**config.mk**
```make
export PLATFORM = sky130hd
export DESIGN_NAME = bus_size_seq
export DESIGN_NICKNAME = d
export VERILOG_FILES = /design/src/rtl/bsz_pkg.sv /design/src/rtl/bsz_size_decode.sv /design/src/rtl/bsz_lane_plan.sv /design/src/rtl/bsz_odd_parity.sv /design/src/rtl/bus_size_seq.sv
export SDC_FILE = /design/constraint.sdc
export NUM_CORES = 1
export LEC_CHECK = 0
export ABC_AREA = 1
export BUFFER_PORTS_ARGS = -buffer_cell sky130_fd_sc_hd__buf_2
export CORE_MARGIN = 1
export CORE_UTILIZATION = 50
export CTS_CLUSTER_SIZE = 14
export DETAILED_ROUTE_END_ITERATION = 8
export PLACE_DENSITY = 0.76
export SLEW_MARGIN = 20
export SYNTH_ARGS = -nofsm -noshare
export SYNTH_HDL_FRONTEND = slang
export SYNTH_HIERARCHICAL = 1
export SYNTH_SLANG_ARGS = --single-unit
```
**constraint.sdc**
```tcl
create_clock -name clk -period 2.9 [get_ports clk]
set_input_delay 0.29 -clock clk [delete_from_list [all_inputs] [get_ports clk]]
set_output_delay 0.29 -clock clk [all_outputs]
set_load 0.005 [all_outputs]
```
**src/rtl/bsz_pkg.sv**
```systemverilog
package bsz_pkg;

    typedef enum logic [2:0] {
        ST_IDLE,
        ST_ADDR,
        ST_CMD,
        ST_WAIT_READY,
        ST_NEXT,
        ST_DONE
    } seq_state_e;

    typedef enum logic [1:0] {
        PW_8  = 2'd0,
        PW_16 = 2'd1,
        PW_32 = 2'd2
    } port_width_e;

endpackage

```
**src/rtl/bsz_size_decode.sv**
```systemverilog
module bsz_size_decode
    import bsz_pkg::*;
(
    input  logic        ds16_n,
    input  logic        ds32_n,
    output port_width_e width,
    output logic        width_ok
);

    always_comb begin
        width    = PW_8;
        width_ok = 1'b1;
        unique case ({ds16_n, ds32_n})
            2'b11: width = PW_8;
            2'b01: width = PW_16;
            2'b00: width = PW_32;
            default: begin
                width    = PW_8;
                width_ok = 1'b0;
            end
        endcase
    end

endmodule

```
**src/rtl/bsz_lane_plan.sv**
```systemverilog
module bsz_lane_plan
    import bsz_pkg::*;
#(
    parameter  int LANES = 4,
    localparam int IDX_W = $clog2(LANES)
) (
    input  logic [LANES-1:0] pending,
    input  port_width_e      width,
    output logic [IDX_W-1:0] first,
    output logic [LANES-1:0] take,
    output logic [IDX_W-1:0] shift
);

    logic [IDX_W-1:0] pair_base;

    always_comb begin
        first = '0;
        for (int i = LANES - 1; i >= 0; i--) begin
            if (pending[i]) first = IDX_W'(i);
        end
    end

    assign pair_base = {first[IDX_W-1:1], 1'b0};

    always_comb begin
        unique case (width)
            PW_8: begin
                take  = pending & (LANES'(1) << first);
                shift = first;
            end
            PW_16: begin
                take  = pending & (LANES'(3) << pair_base);
                shift = pair_base;
            end
            default: begin
                take  = pending;
                shift = '0;
            end
        endcase
    end

endmodule

```
**src/rtl/bsz_odd_parity.sv**
```systemverilog
module bsz_odd_parity #(
    parameter int BYTES = 4
) (
    input  logic [BYTES*8-1:0] word,
    output logic [BYTES-1:0]   par
);

    for (genvar g = 0; g < BYTES; g++) begin : g_byte
        assign par[g] = ~^word[g*8 +: 8];
    end

endmodule

```
**src/rtl/bus_size_seq.sv**
```systemverilog
module bus_size_seq
    import bsz_pkg::*;
#(
    parameter  int ADDR_W = 32,
    parameter  int LANES  = 4,
    localparam int DATA_W = LANES * 8,
    localparam int ABYTES = ADDR_W / 8
) (
    input  logic              clk,
    input  logic              rst_n,
    input  logic              req_valid,
    input  logic [ADDR_W-1:0] req_addr,
    input  logic [DATA_W-1:0] req_wdata,
    input  logic [LANES-1:0]  req_be,
    input  logic              req_write,
    input  logic              req_mem,
    output logic              rsp_done,
    output logic              rsp_err,
    output logic [DATA_W-1:0] rsp_rdata,
    output logic [ADDR_W-1:0] bus_addr,
    output logic              bus_made24,
    output logic [ABYTES-1:0] bus_apar,
    output logic              bus_mio,
    output logic              bus_s0_n,
    output logic              bus_s1_n,
    output logic              bus_cmd_n,
    output logic [LANES-1:0]  bus_be_n,
    output logic              bus_sbhe_n,
    output logic [DATA_W-1:0] bus_wdata,
    output logic              bus_wdata_oe,
    output logic [LANES-1:0]  bus_dpar,
    input  logic [DATA_W-1:0] bus_rdata,
    input  logic              bus_ds16_n,
    input  logic              bus_ds32_n,
    input  logic              bus_ready
);

    localparam int IDX_W = $clog2(LANES);

    seq_state_e        st_q, st_d;
    logic [ADDR_W-1:0] addr_q;
    logic [DATA_W-1:0] wdata_q;
    logic [DATA_W-1:0] rdata_q;
    logic [LANES-1:0]  rem_q;
    logic              write_q;
    logic              mem_q;
    logic              err_q;
    port_width_e       port_q;

    port_width_e       ds_width;
    logic              ds_ok;
    logic [IDX_W-1:0]  first;
    logic [IDX_W-1:0]  shift;
    logic [IDX_W-1:0]  hi_idx;
    logic [LANES-1:0]  take;
    logic [DATA_W-1:0] rd_shifted;
    logic [DATA_W-1:0] wr_shifted;
    logic              unused_low_addr;

    assign unused_low_addr = ^{req_addr[IDX_W-1:0], addr_q[IDX_W-1:0]};

    bsz_size_decode u_size (
        .ds16_n   (bus_ds16_n),
        .ds32_n   (bus_ds32_n),
        .width    (ds_width),
        .width_ok (ds_ok)
    );

    bsz_lane_plan #(.LANES(LANES)) u_plan (
        .pending (rem_q),
        .width   (port_q),
        .first   (first),
        .take    (take),
        .shift   (shift)
    );

    assign hi_idx     = first | IDX_W'(1);
    assign rd_shifted = bus_rdata << {shift, 3'b000};
    assign wr_shifted = wdata_q >> {shift, 3'b000};

    // Next-state logic
    always_comb begin
        st_d = st_q;
        unique case (st_q)
            ST_IDLE:       if (req_valid) st_d = (req_be == '0) ? ST_DONE : ST_ADDR;
            ST_ADDR:       st_d = ds_ok ? ST_CMD : ST_DONE;
            ST_CMD,
            ST_WAIT_READY: st_d = bus_ready ? ST_NEXT : ST_WAIT_READY;
            ST_NEXT:       st_d = (rem_q == '0) ? ST_DONE : ST_ADDR;
            ST_DONE:       st_d = ST_IDLE;
            default:       st_d = ST_IDLE;
        endcase
    end

    // State register
    always_ff @(posedge clk or negedge rst_n) begin
        if (!rst_n) st_q <= ST_IDLE;
        else        st_q <= st_d;
    end

    // Access context and read assembly
    always_ff @(posedge clk or negedge rst_n) begin
        if (!rst_n) begin
            addr_q  <= '0;
            wdata_q <= '0;
            rdata_q <= '0;
            rem_q   <= '0;
            write_q <= 1'b0;
            mem_q   <= 1'b0;
            err_q   <= 1'b0;
            port_q  <= PW_8;
        end else begin
            case (st_q)
                ST_IDLE: begin
                    if (req_valid) begin
                        addr_q  <= req_addr;
                        wdata_q <= req_wdata;
                        rem_q   <= req_be;
                        write_q <= req_write;
                        mem_q   <= req_mem;
                        rdata_q <= '0;
                        err_q   <= 1'b0;
                    end
                end
                ST_ADDR: begin
                    port_q <= ds_width;
                    if (!ds_ok) err_q <= 1'b1;
                end
                ST_CMD, ST_WAIT_READY: begin
                    if (bus_ready) begin
                        rem_q <= rem_q & ~take;
                        if (!write_q) begin
                            for (int j = 0; j < LANES; j++) begin
                                if (take[j]) rdata_q[j*8 +: 8] <= rd_shifted[j*8 +: 8];
                            end
                        end
                    end
                end
                default: ;
            endcase
        end
    end

    // Outputs
    always_comb begin
        bus_s0_n     = 1'b1;
        bus_s1_n     = 1'b1;
        bus_cmd_n    = 1'b1;
        bus_be_n     = '1;
        bus_sbhe_n   = 1'b1;
        bus_wdata_oe = 1'b0;
        rsp_done     = 1'b0;
        rsp_err      = 1'b0;
        unique case (st_q)
            ST_ADDR: begin
                bus_s0_n   = ~write_q;
                bus_s1_n   = write_q;
                bus_be_n   = ~rem_q;
                bus_sbhe_n = ~rem_q[hi_idx];
            end
            ST_CMD, ST_WAIT_READY: begin
                bus_s0_n     = ~write_q;
                bus_s1_n     = write_q;
                bus_cmd_n    = 1'b0;
                bus_be_n     = ~rem_q;
                bus_sbhe_n   = ~rem_q[hi_idx];
                bus_wdata_oe = write_q;
            end
            ST_DONE: begin
                rsp_done = 1'b1;
                rsp_err  = err_q;
            end
            default: ;
        endcase
    end

    assign bus_addr  = {addr_q[ADDR_W-1:IDX_W], first};
    assign bus_mio   = mem_q;
    assign bus_wdata = bus_wdata_oe ? wr_shifted : '0;
    assign rsp_rdata = rdata_q;

    if (ADDR_W > 24) begin : g_made_hi
        assign bus_made24 = ~|bus_addr[ADDR_W-1:24];
    end else begin : g_made_lo
        assign bus_made24 = 1'b1;
    end

    bsz_odd_parity #(.BYTES(ABYTES)) u_apar (
        .word (bus_addr),
        .par  (bus_apar)
    );

    bsz_odd_parity #(.BYTES(LANES)) u_dpar (
        .word (bus_wdata),
        .par  (bus_dpar)
    );

endmodule

```
==> results of run 1 <==
==> metal layers <==
| layer | part of all wire [%] | GRT usage, % | wire length [um] |
|---|---|---|---|
| met1 | 42 | 34.39 | 8930 |
| met2 | 48 | 46.63 | 10170 |
| met5 | 0 | 0 | 0 |
| met3 | 6.8 | 3.736 | 1432 |
| met4 | 2.7 | 10.39 | 579 |
==> repair_timing <==
item	in CTS	in global routing
setup endpoints to repair	4	4
hold endpoints to repair	43	0
hold buffers	1	0
gates resized for setup	27	55
buffers inserted	4	16
pin swaps	1	12
cloned	3	2
==> Yosys cell counts <==
cell	n	area share, %
buf_2	18	1.2
nand3_2	5	0.68
a21oi_1	20	1.4
mux2i_1	8	1.1
nand3_4	3	0.72
nor2_2	5	0.43
buf_1	1	0.051
o21ai_0	51	3.5
inv_2	4	0.20
clkbuf_1	14	0.72
nand4_1	16	1.4
xnor2_1	8	0.96
nor4_1	2	0.17
nor2_8	3	0.82
buf_6	11	1.7
nand2_1	606	31
nand2_2	5	0.43
nand2_8	1	0.27
or2_1	1	0.085
dfrtp_1	106	36
nor2_1	95	4.9
nor2_4	6	0.92
nand3_1	28	1.9
nor3_2	1	0.14
nand2_4	1	0.15
o21ai_2	1	0.12
inv_1	150	7.7
o211ai_1	1	0.10
nor3_1	16	1.1
and2_1	1	0.085
==> power by group through the flow <==
stage / Sequential (mW) / Clock, mW / Combinational, mW
floorplan: 2.61 / 0 / 4.26
global placement: 2.72 / 0 / 5.74
detailed placement: 2.74 / 0 / 5.88
CTS: 2.72 / 1.24 / 6.21
global route: 2.81 / 1.30 / 7.49
finish: 2.73 / 1.22 / 6.69
==> final cells by class <==
type	instances	area, um^2
Sequential cell	106	2655
Clock buffer	10	229.0
Timing Repair Buffer	263	1506
Timing Repair inverter	3	22.52
Antenna cell	1	2.502
Clock inverter	6	62.56
Tap cell	180	225.2
Inverter	154	593.1
Fill cell	1327	4778
Multi-Input combinational cell	884	4021
==> cell families after synthesis <==
family                    synth area share, %
and+or+nand+nor                         45.15
muxes                                   1.092
DFF                                     36.17
AOI/OAI and AO/OA                       5.067
xor gates and xnor gates               0.9555
buffers and inverters                   11.57
==> state kept, by name, indices dropped and copies added (netlist names) <==
signal / flops
port_q: 2
st_q: 3
wdata_q: 32
bus_mio: 1
rem_q: 4
write_q: 1
rsp_rdata: 32
err_q: 1
addr_q: 30
==> stage by stage <==
stage / instance area (um^2) / power, mW / setup WS [ns]
2_1_floorplan: 7333 / 6.878 / 0.3760
3_3_place_gp: 8557 / 8.462 / 0.2173
3_5_place_dp: 8557 / 8.626 / 0.06545
4_1_cts: 9035 / 10.17 / -0.04976
5_1_grt: 9315 / 11.60 / -0.1469
6_report: 9318 / 10.65 / -0.03996
==> worst reg2reg max path, delay by kind of cell, from the launching register on <==
| family | cells | cell delay [ns] |
|---|---|---|
| flops | 1 | 0.42 |
| simple gates | 7 | 0.93 |
| buf+inv | 5 | 0.84 |
==> how the worst min path moves through the flow <==
stage / start / end
floorplan: rst_n / addr_q[10]
global placement: rst_n / rsp_rdata[26]
detailed placement: rst_n / rsp_rdata[18]
CTS: req_addr[2] / addr_q[2]
global route: req_addr[31] / addr_q[31]
finish: req_addr[2] / addr_q[2]
==> flow_summary.ini, run 1 <==
[power]
seqPwrFrac_pct = 25.6
power_density_nw_per_um2 = 1143
p_comb_share_pct = 62.9
p_switching_mw = 5.435
switching_share_pct = 51.04
peakVddDrop_mv = 0.6155
internal_power_mw = 5.213
p_leak_nw = 5.575
clkPwrFrac_pct = 11.5

[worst_setup_path]
crit_path_end_kind = output port
cpPeakStageDelay_ns = 0.41
r2r_cells = 12
timing.rr.start = rem_q[3]
worstPathRequired_ns = 2.61
worstSetupPathDepth = 19
crit_buf_inv = 6
r2r_setup_slack_ns = 0.67
startpoint = rem_q[2]
critPathCapture = bus_dpar[1]
slowest_stage = dfrtp_1
path_max_fanout = 6
r2r-end = rsp_rdata[4]
cp_top_family = simple AND/OR/NAND/NOR gates
critical_path_arrival_ns = 2.65
start_kind = flip-flop
crit_chain = inv_2 -> nand2_2 -> nand2_2 -> nand2_2 -> nor2_4 -> buf_12 -> clkinvlp_4 -> o21ai_0 -> nor2_1 -> nor3_1 -> buf_4 -> nand2_1 -> inv_1 -> nor2_1 -> nand2_1 -> nand2_1 -> nand2_1 -> nand2_2 -> buf_2
setup.worst_path.class = flip-flop to output port

[route]
wl_mm = 21.12
drt_pass1_iterations = 5
drtIter0Drc = 570
via_per_inst = 5.027
ant_nets = 0
wire_per_inst_um = 13.14
routed-via-count = 8078
route.detailed.drc = 0

[floorplanning]
die_w_um = 123.1
std_cell_rows = 43
die_h_um = 123.1
io_pins = 225
core-area_um2 = 14100
dieArea_um2 = 15150
initial_core_util_pct = 52.02

[clock_tree]
worst_skew_pair.late_latency_ns = 0.37
htreeDepth = 3
clkTransAtPathRegs_ns = 0.08
clkSinkCount = 106
numCtsBuffers = 9
cts_buffer_depth = 2
cts_tree = yes
root_buffer = clkbuf_16

[grt]
grt_pass1_wl_mm = 31.91
antenna_found_initial = 1
grt_overflow = 0
grt_max_degree = 82
first_global_vias = 6968
grt.total_usage_pct = 27.07

[worst_hold_path]
holdPathStages = 3
worstHoldPathType = input port to flip-flop

[timing]
fin_worst_skew_ns = 0.006941
hold_violations = 0
setup_tns_ns = -0.03996
tightest_slew_ns = 0.9336
max_slew_margin_pct = 37.75
fmax_mhz = 340.1
rsz0062_at_grt = true
min_period_ns = 2.940
slew_viol_final = 0
fin_crit_sh_pct = 101.4
setup_viol = 1
whs_ns = 0.1159
layout_setup_ws_ns = -0.03996

[placed_design]
finalWeightedCongestion = 0.9511
port_buffers = 222
place_inst = 1564
dp_hpwl_mm = 14.99

[layout]
syn2layout_area_growth_pct = 27.06
drive_gt1_share_pct = 25.39
fin_util_pct = 66.10
layoutNonFillerInstCount = 1607
final_common_cell = nand2_1
final_cell_mix = 600 x nand2_1, 221 x buf_2, 147 x inv_1
fin_nets = 1529

[logic_synthesis]
synth_area_um2 = 7333
ys_seq_elements = 106
synth_cells = 1188
yosysWarnings = 6
ys_seq_area_share_pct = 36.17
syn_area_per_cell_um2 = 6.173
synth_nets = 1296
synth_cell_types = 30

[run]
cap_viol_max_count = 0

[outcome]
outcome = finished, violations left
violations = setup timing
Power figures use the tool's default switching activity.
==> run 2: changes to the inputs <==
--- a/config.mk
+++ b/config.mk
@@ -7,6 +7,8 @@
 export LEC_CHECK = 0
 export ABC_AREA = 1
 export BUFFER_PORTS_ARGS = -buffer_cell sky130_fd_sc_hd__buf_2
+export CAP_MARGIN = 20
+export CORE_ASPECT_RATIO = 0.75
 export CORE_MARGIN = 1
 export CORE_UTILIZATION = 50
 export CTS_CLUSTER_SIZE = 14
==> flow_summary.ini, run 2 (synthesis results as in run 1) <==
[worst_setup_path]
r2r_cells = 11
startpoint = rem_q[2]
critPathCapture = bus_dpar[1]
r2r-end = rsp_rdata[2]
start_kind = flip-flop
r2r_setup_slack_ns = 0.78
timing.rr.start = rem_q[2]
worstPathRequired_ns = 2.61
critical_path_arrival_ns = 2.65
setup.worst_path.class = flip-flop to output port
crit_path_end_kind = output port
path_max_fanout = 7

[power]
clkPwrFrac_pct = 11.9
peakVddDrop_mv = 0.4854
p_comb_share_pct = 62.2
p_switching_mw = 5.337
internal_power_mw = 5.277
power.total_mw = 10.61
power_density_nw_per_um2 = 1139
seqPwrFrac_pct = 25.9
p_leak_nw = 5.585
switching_share_pct = 50.28

[floorplanning]
initial_core_util_pct = 52.28
core-area_um2 = 14030
std_cell_rows = 37
io_pins = 225
dieArea_um2 = 15160
die_w_um = 141.8
die_h_um = 106.9

[route]
ant_nets = 0
routed-via-count = 7942
via_per_inst = 4.918
wl_mm = 20.67
drtIter0Drc = 458
route.detailed.drc = 0
drt_pass1_iterations = 5
wire_per_inst_um = 12.80

[timing]
hold_violations = 3
setup_viol = 1
rsz0062_at_grt = true
fin_crit_sh_pct = 101.4
whs_ns = -0.001843
max_slew_margin_pct = 37.27
min_period_ns = 2.940
tightest_slew_ns = 0.9408
fin_worst_skew_ns = 0.005941
fmax_mhz = 340.2
slew_viol_final = 0
layout_setup_ws_ns = -0.03963

[clock_tree]
cts_tree = yes
clkTransAtPathRegs_ns = 0.07
clkSinkCount = 106
root_buffer = clkbuf_16
numCtsBuffers = 9
htreeDepth = 3
cts_buffer_depth = 2
worst_skew_pair.late_latency_ns = 0.35

[grt]
first_global_vias = 6861
grt_pass1_wl_mm = 32.71
grt_max_degree = 82
antenna_found_initial = 0
grt_overflow = 0
grt.total_usage_pct = 26.86

[placed_design]
finalWeightedCongestion = 0.9066
port_buffers = 222
dp_hpwl_mm = 14.93

[outcome]
violations = hold timing, setup timing
outcome = finished, violations left

[run]
cap_viol_max_count = 0

[layout]
drive_gt1_share_pct = 24.88
syn2layout_area_growth_pct = 27.04
fin_nets = 1522
final_common_cell = nand2_1
fill_cells = 1302
final_cell_mix = 601 x nand2_1, 221 x buf_2, 148 x inv_1

[worst_hold_path]
worstHoldPathType = input port to asynchronous set/reset pin
## run 2: changes by cell type in the layout (fill, tap and decap cells not counted), moves of 3 or more
cell	before	now
nor3_2	12	9
o21ai_0	33	41
buf_4	34	29
o21ai_2	8	4
clkinvlp_4	5	1
o21ai_1	11	7
## run 2: per-layer routing
metal / global-route usage (%) / vias up / share of wire (%)
met5: 0 / - / 0
met4: 6.605 / 0 / 2.1
met3: 4.645 / 36 / 7.6
met2: 42.93 / 281 / 45
met1: 37.78 / 3588 / 46
li1: - / 4037 / -
## run 2: worst min path at each step
stage                     to  slack (ns)  start  depth (start not counted)
2_1_floorplan     addr_q[10]      -0.006  rst_n                          0
3_3_place_gp   rsp_rdata[25]        0.38  rst_n                          1
3_5_place_dp   rsp_rdata[25]        0.39  rst_n                          1
4_1_cts        rsp_rdata[25]        0.02  rst_n                          1
5_1_grt        rsp_rdata[27]        0.05  rst_n                          1
6_report       rsp_rdata[25]      -0.002  rst_n                          1
## run 2: stage by stage
step | instance area (um^2) | setup slack [ns] | cells | setup TNS [ns] | util, %
floorplan | 7333 | 0.3760 | 1188 | 0 | -
global placement | 8591 | 0.3383 | 1579 | 0 | 61.24
detailed placement | 8591 | 0.2472 | 1579 | 0 | 61.24
CTS | 8949 | -0.03360 | 1595 | -0.03360 | 63.79
global route | 9314 | -0.1821 | 1614 | -0.4711 | 66.40
finish | 9316 | -0.03963 | 1615 | -0.03963 | 66.42
## run 2: what timing repair did
action	CTS	global route
endpoints found under the setup margin	4	4
resized for setup	12	57
setup buffers	0	16
gates cloned	0	3
pin swaps	0	13
hold buffers	0	0
## run 2: worst max-delay path, stage by stage, from the launching register on
cell and delay [ns]:
dfrtp_1 0.42, inv_2 0.09, nand2_2 0.05, nand2_2 0.08, nand2_2 0.07, nor2_4 0.21, inv_4 0.09, buf_12 0.15
o21ai_2 0.14, nor2_1 0.07, nor3_2 0.30, inv_1 0.09, nand2_1 0.08, nand2_1 0.04, nand2_1 0.05, nand2_1 0.07
inv_1 0.05, nand2_1 0.07, nand2_2 0.08, buf_2 0.11
## run 2: power groups by stage
stage / registers, mW / logic [mW] / clock network, mW
after CTS: 2.72 / 6.00 / 1.28
after detailed placement: 2.74 / 5.91 / 0
after global routing: 2.84 / 7.46 / 1.34
after global placement: 2.72 / 5.75 / 0
final: 2.75 / 6.61 / 1.26
after floorplan: 2.61 / 4.26 / 0
## run 2: area by class of cell
cell class,count,area (um^2),share of cell area [%]
multi-input cells,884,4023,43.18
flip-flops and latches,106,2658,28.53
repair buffers,259,1501,16.12
inverters,154,585.6,6.285
well taps,195,244.0,2.619
clock buffers,9,225.2,2.417
clock inverters,7,77.57,0.8327
diodes,1,2.502,0.02686
==> run 3: changes to the inputs <==
--- a/config.mk
+++ b/config.mk
@@ -10,7 +10,7 @@
 export CAP_MARGIN = 20
 export CORE_ASPECT_RATIO = 0.75
 export CORE_MARGIN = 1
-export CORE_UTILIZATION = 50
+export CORE_UTILIZATION = 48
 export CTS_CLUSTER_SIZE = 14
 export DETAILED_ROUTE_END_ITERATION = 8
 export PLACE_DENSITY = 0.76
==> constraint.sdc (replaced) <==
create_clock -name clk -period 2.5 [get_ports clk]
set_input_delay 0.25 -clock clk [delete_from_list [all_inputs] [get_ports clk]]
set_output_delay 0.25 -clock clk [all_outputs]
set_load 0.005 [all_outputs]
==> flow_summary.ini, run 3 (synthesis results as in run 1) <==
[layout]
multi_input_area_um2 = 4123
fin_nets = 1562
final_cell_mix = 592 x nand2_1, 219 x buf_2, 142 x inv_1
syn2layout_area_growth_pct = 32.78
final_area_um2 = 9737
fill_cells = 1330
seqCellArea_um2 = 2655
drive_gt1_share_pct = 28.38
diodes = 0
final_common_cell = nand2_1

[worst_setup_path]
crit_buf_inv = 5
path_max_fanout = 7
start_kind = flip-flop
critical_path_arrival_ns = 2.64
crit_path_frequent_cell = nand2_2
cp_top_family = simple AND/OR/NAND/NOR gates
cpPeakStageDelay_ns = 0.40
setup.worst_path.class = flip-flop to output port
r2r_cells = 21
timing.rr.start = rem_q[3]
r2r-end = rsp_rdata[30]
r2r_setup_slack_ns = -0.26
crit_chain = or2_4 -> nor2_4 -> inv_4 -> buf_12 -> o21ai_2 -> nor2_1 -> nor3_1 -> buf_4 -> nand2_2 -> inv_2 -> nor2_4 -> nand2_2 -> nand2_2 -> nand2_2 -> nand2_2 -> buf_6
slowest_stage = dfrtp_1
worstPathRequired_ns = 2.25
crit_path_end_kind = output port

[timing]
hold_violations = 0
setup_viol = 16
layout_setup_ws_ns = -0.3909
max_slew_margin_pct = 42.24
rsz0062_at_grt = true
slew_viol_final = 0
fmax_mhz = 345.9
min_period_ns = 2.891
fin_crit_sh_pct = 115.6
tightest_slew_ns = 0.8651
fin_worst_skew_ns = 0.006696

[route]
ant_nets = 0
drt_pass1_iterations = 5
wl_mm = 21.83
routed-via-count = 8236
wire_per_inst_um = 13.16
via_per_inst = 4.964
drtIter0Drc = 638
route.detailed.drc = 0

[clock_tree]
htreeDepth = 3
clkTransAtPathRegs_ns = 0.08
numCtsBuffers = 9
clkSinkCount = 106
cts_tree = yes
worst_skew_pair.late_latency_ns = 0.35
root_buffer = clkbuf_16
cts_buffer_depth = 2

[floorplanning]
dieArea_um2 = 15780
initial_core_util_pct = 49.91
die_h_um = 109.0
die_w_um = 144.7
io_pins = 225
core-area_um2 = 14690
std_cell_rows = 38

[grt]
grt.total_usage_pct = 27.30
grt_max_degree = 52
grt_pass1_wl_mm = 34.04
antenna_found_initial = 0
grt_overflow = 0
first_global_vias = 7326

[placed_design]
port_buffers = 222
finalWeightedCongestion = 0.8966
dp_hpwl_mm = 15.44
detailedPlace.worstSlack_ns = 0.02674
place_area_um2 = 8805

[worst_hold_path]
holdPathStages = 3
hp-start = req_wdata[13]
worstHoldPathType = input port to flip-flop
holdPathEnd = wdata_q[13]

[power]
power_density_nw_per_um2 = 1342
power.total_mw = 13.07
p_leak_nw = 5.808
peakVddDrop_mv = 0.7777

[outcome]
outcome = finished, violations left
violations = setup timing

[run]
cap_viol_max_count = 0
-- run 3: cell types whose count changed in the layout (fill, tap and decap cells not counted), moves of 6 or more --
cell,delta
nand2_2,+7
nand2_1,-9
o21ai_2,+7
o21ai_0,-12
inv_1,-6
nor2_4,+6
inv_2,+6
buf_4,+38
nor3_1,+7
-- run 3: routing by layer --
metal  vias to the layer above  track usage (%)  routed length (um)
met5                         -                0                   0
met4                         0            7.519                 337
met3                        31            4.743                1597
met2                       338            45.09               10140
met1                      3769            36.76                9759
li1                       4098                -                   -
-- run 3: how the worst max path moves through the flow --
stage	from	end	slack (ns)	cells past startpoint
after floorplan	rem_q[2]	bus_dpar[1]	0.02	20
after CTS	rem_q[2]	bus_dpar[1]	-0.20	19
final	port_q[1]	bus_dpar[1]	-0.39	16
after detailed placement	rem_q[1]	bus_dpar[1]	0.03	18
after global placement	rem_q[1]	bus_dpar[1]	0.06	18
after global routing	rem_q[2]	bus_dpar[1]	-0.46	19
-- run 3: area by class of cell --
cell class                      instances  area share [%]
Sequential cell                       106           27.27
Inverter                              154           6.014
Clock inverter                          7          0.6168
Multi-Input combinational cell        884           42.34
Tap cell                              200           2.570
Timing Repair Buffer                  299           18.88
Clock buffer                            9           2.313
-- run 3: where the power goes --
group | internal [mW] | total (mW) | leakage [nW] | switching [mW]
Sequential | 2.45 | 3.18 | 1.35 | 0.735
Clock | 0.695 | 1.40 | 0.136 | 0.709
Combinational | 3.37 | 8.48 | 4.32 | 5.11
-- run 3: repair_timing --
item,4_1_cts,5_1_grt
hold buffers,1,0
endpoints found under the setup margin,4,22
buffers inserted,20,11
resized for setup,50,66
pin swaps,7,24
endpoints found under the hold margin,49,0
cloned,2,1
-- run 3: tightest hold or removal path, cell delays in order --
cell and delay, ns:
buf_2 0.07, nand2_1 0.04, nand2_1 0.05
-- run 3: through the flow --
stage	util, %	setup TNS, ns	cells	hold slack (ns)
after global routing	66.27	-4.863	1659	0.08549
final	66.27	-3.262	1659	0.09057
after CTS	64.13	-1.673	1649	0.08320
after floorplan	-	0	1188	-0.04559
after global placement	59.93	0	1610	0.3166
after detailed placement	59.93	0	1610	0.3288
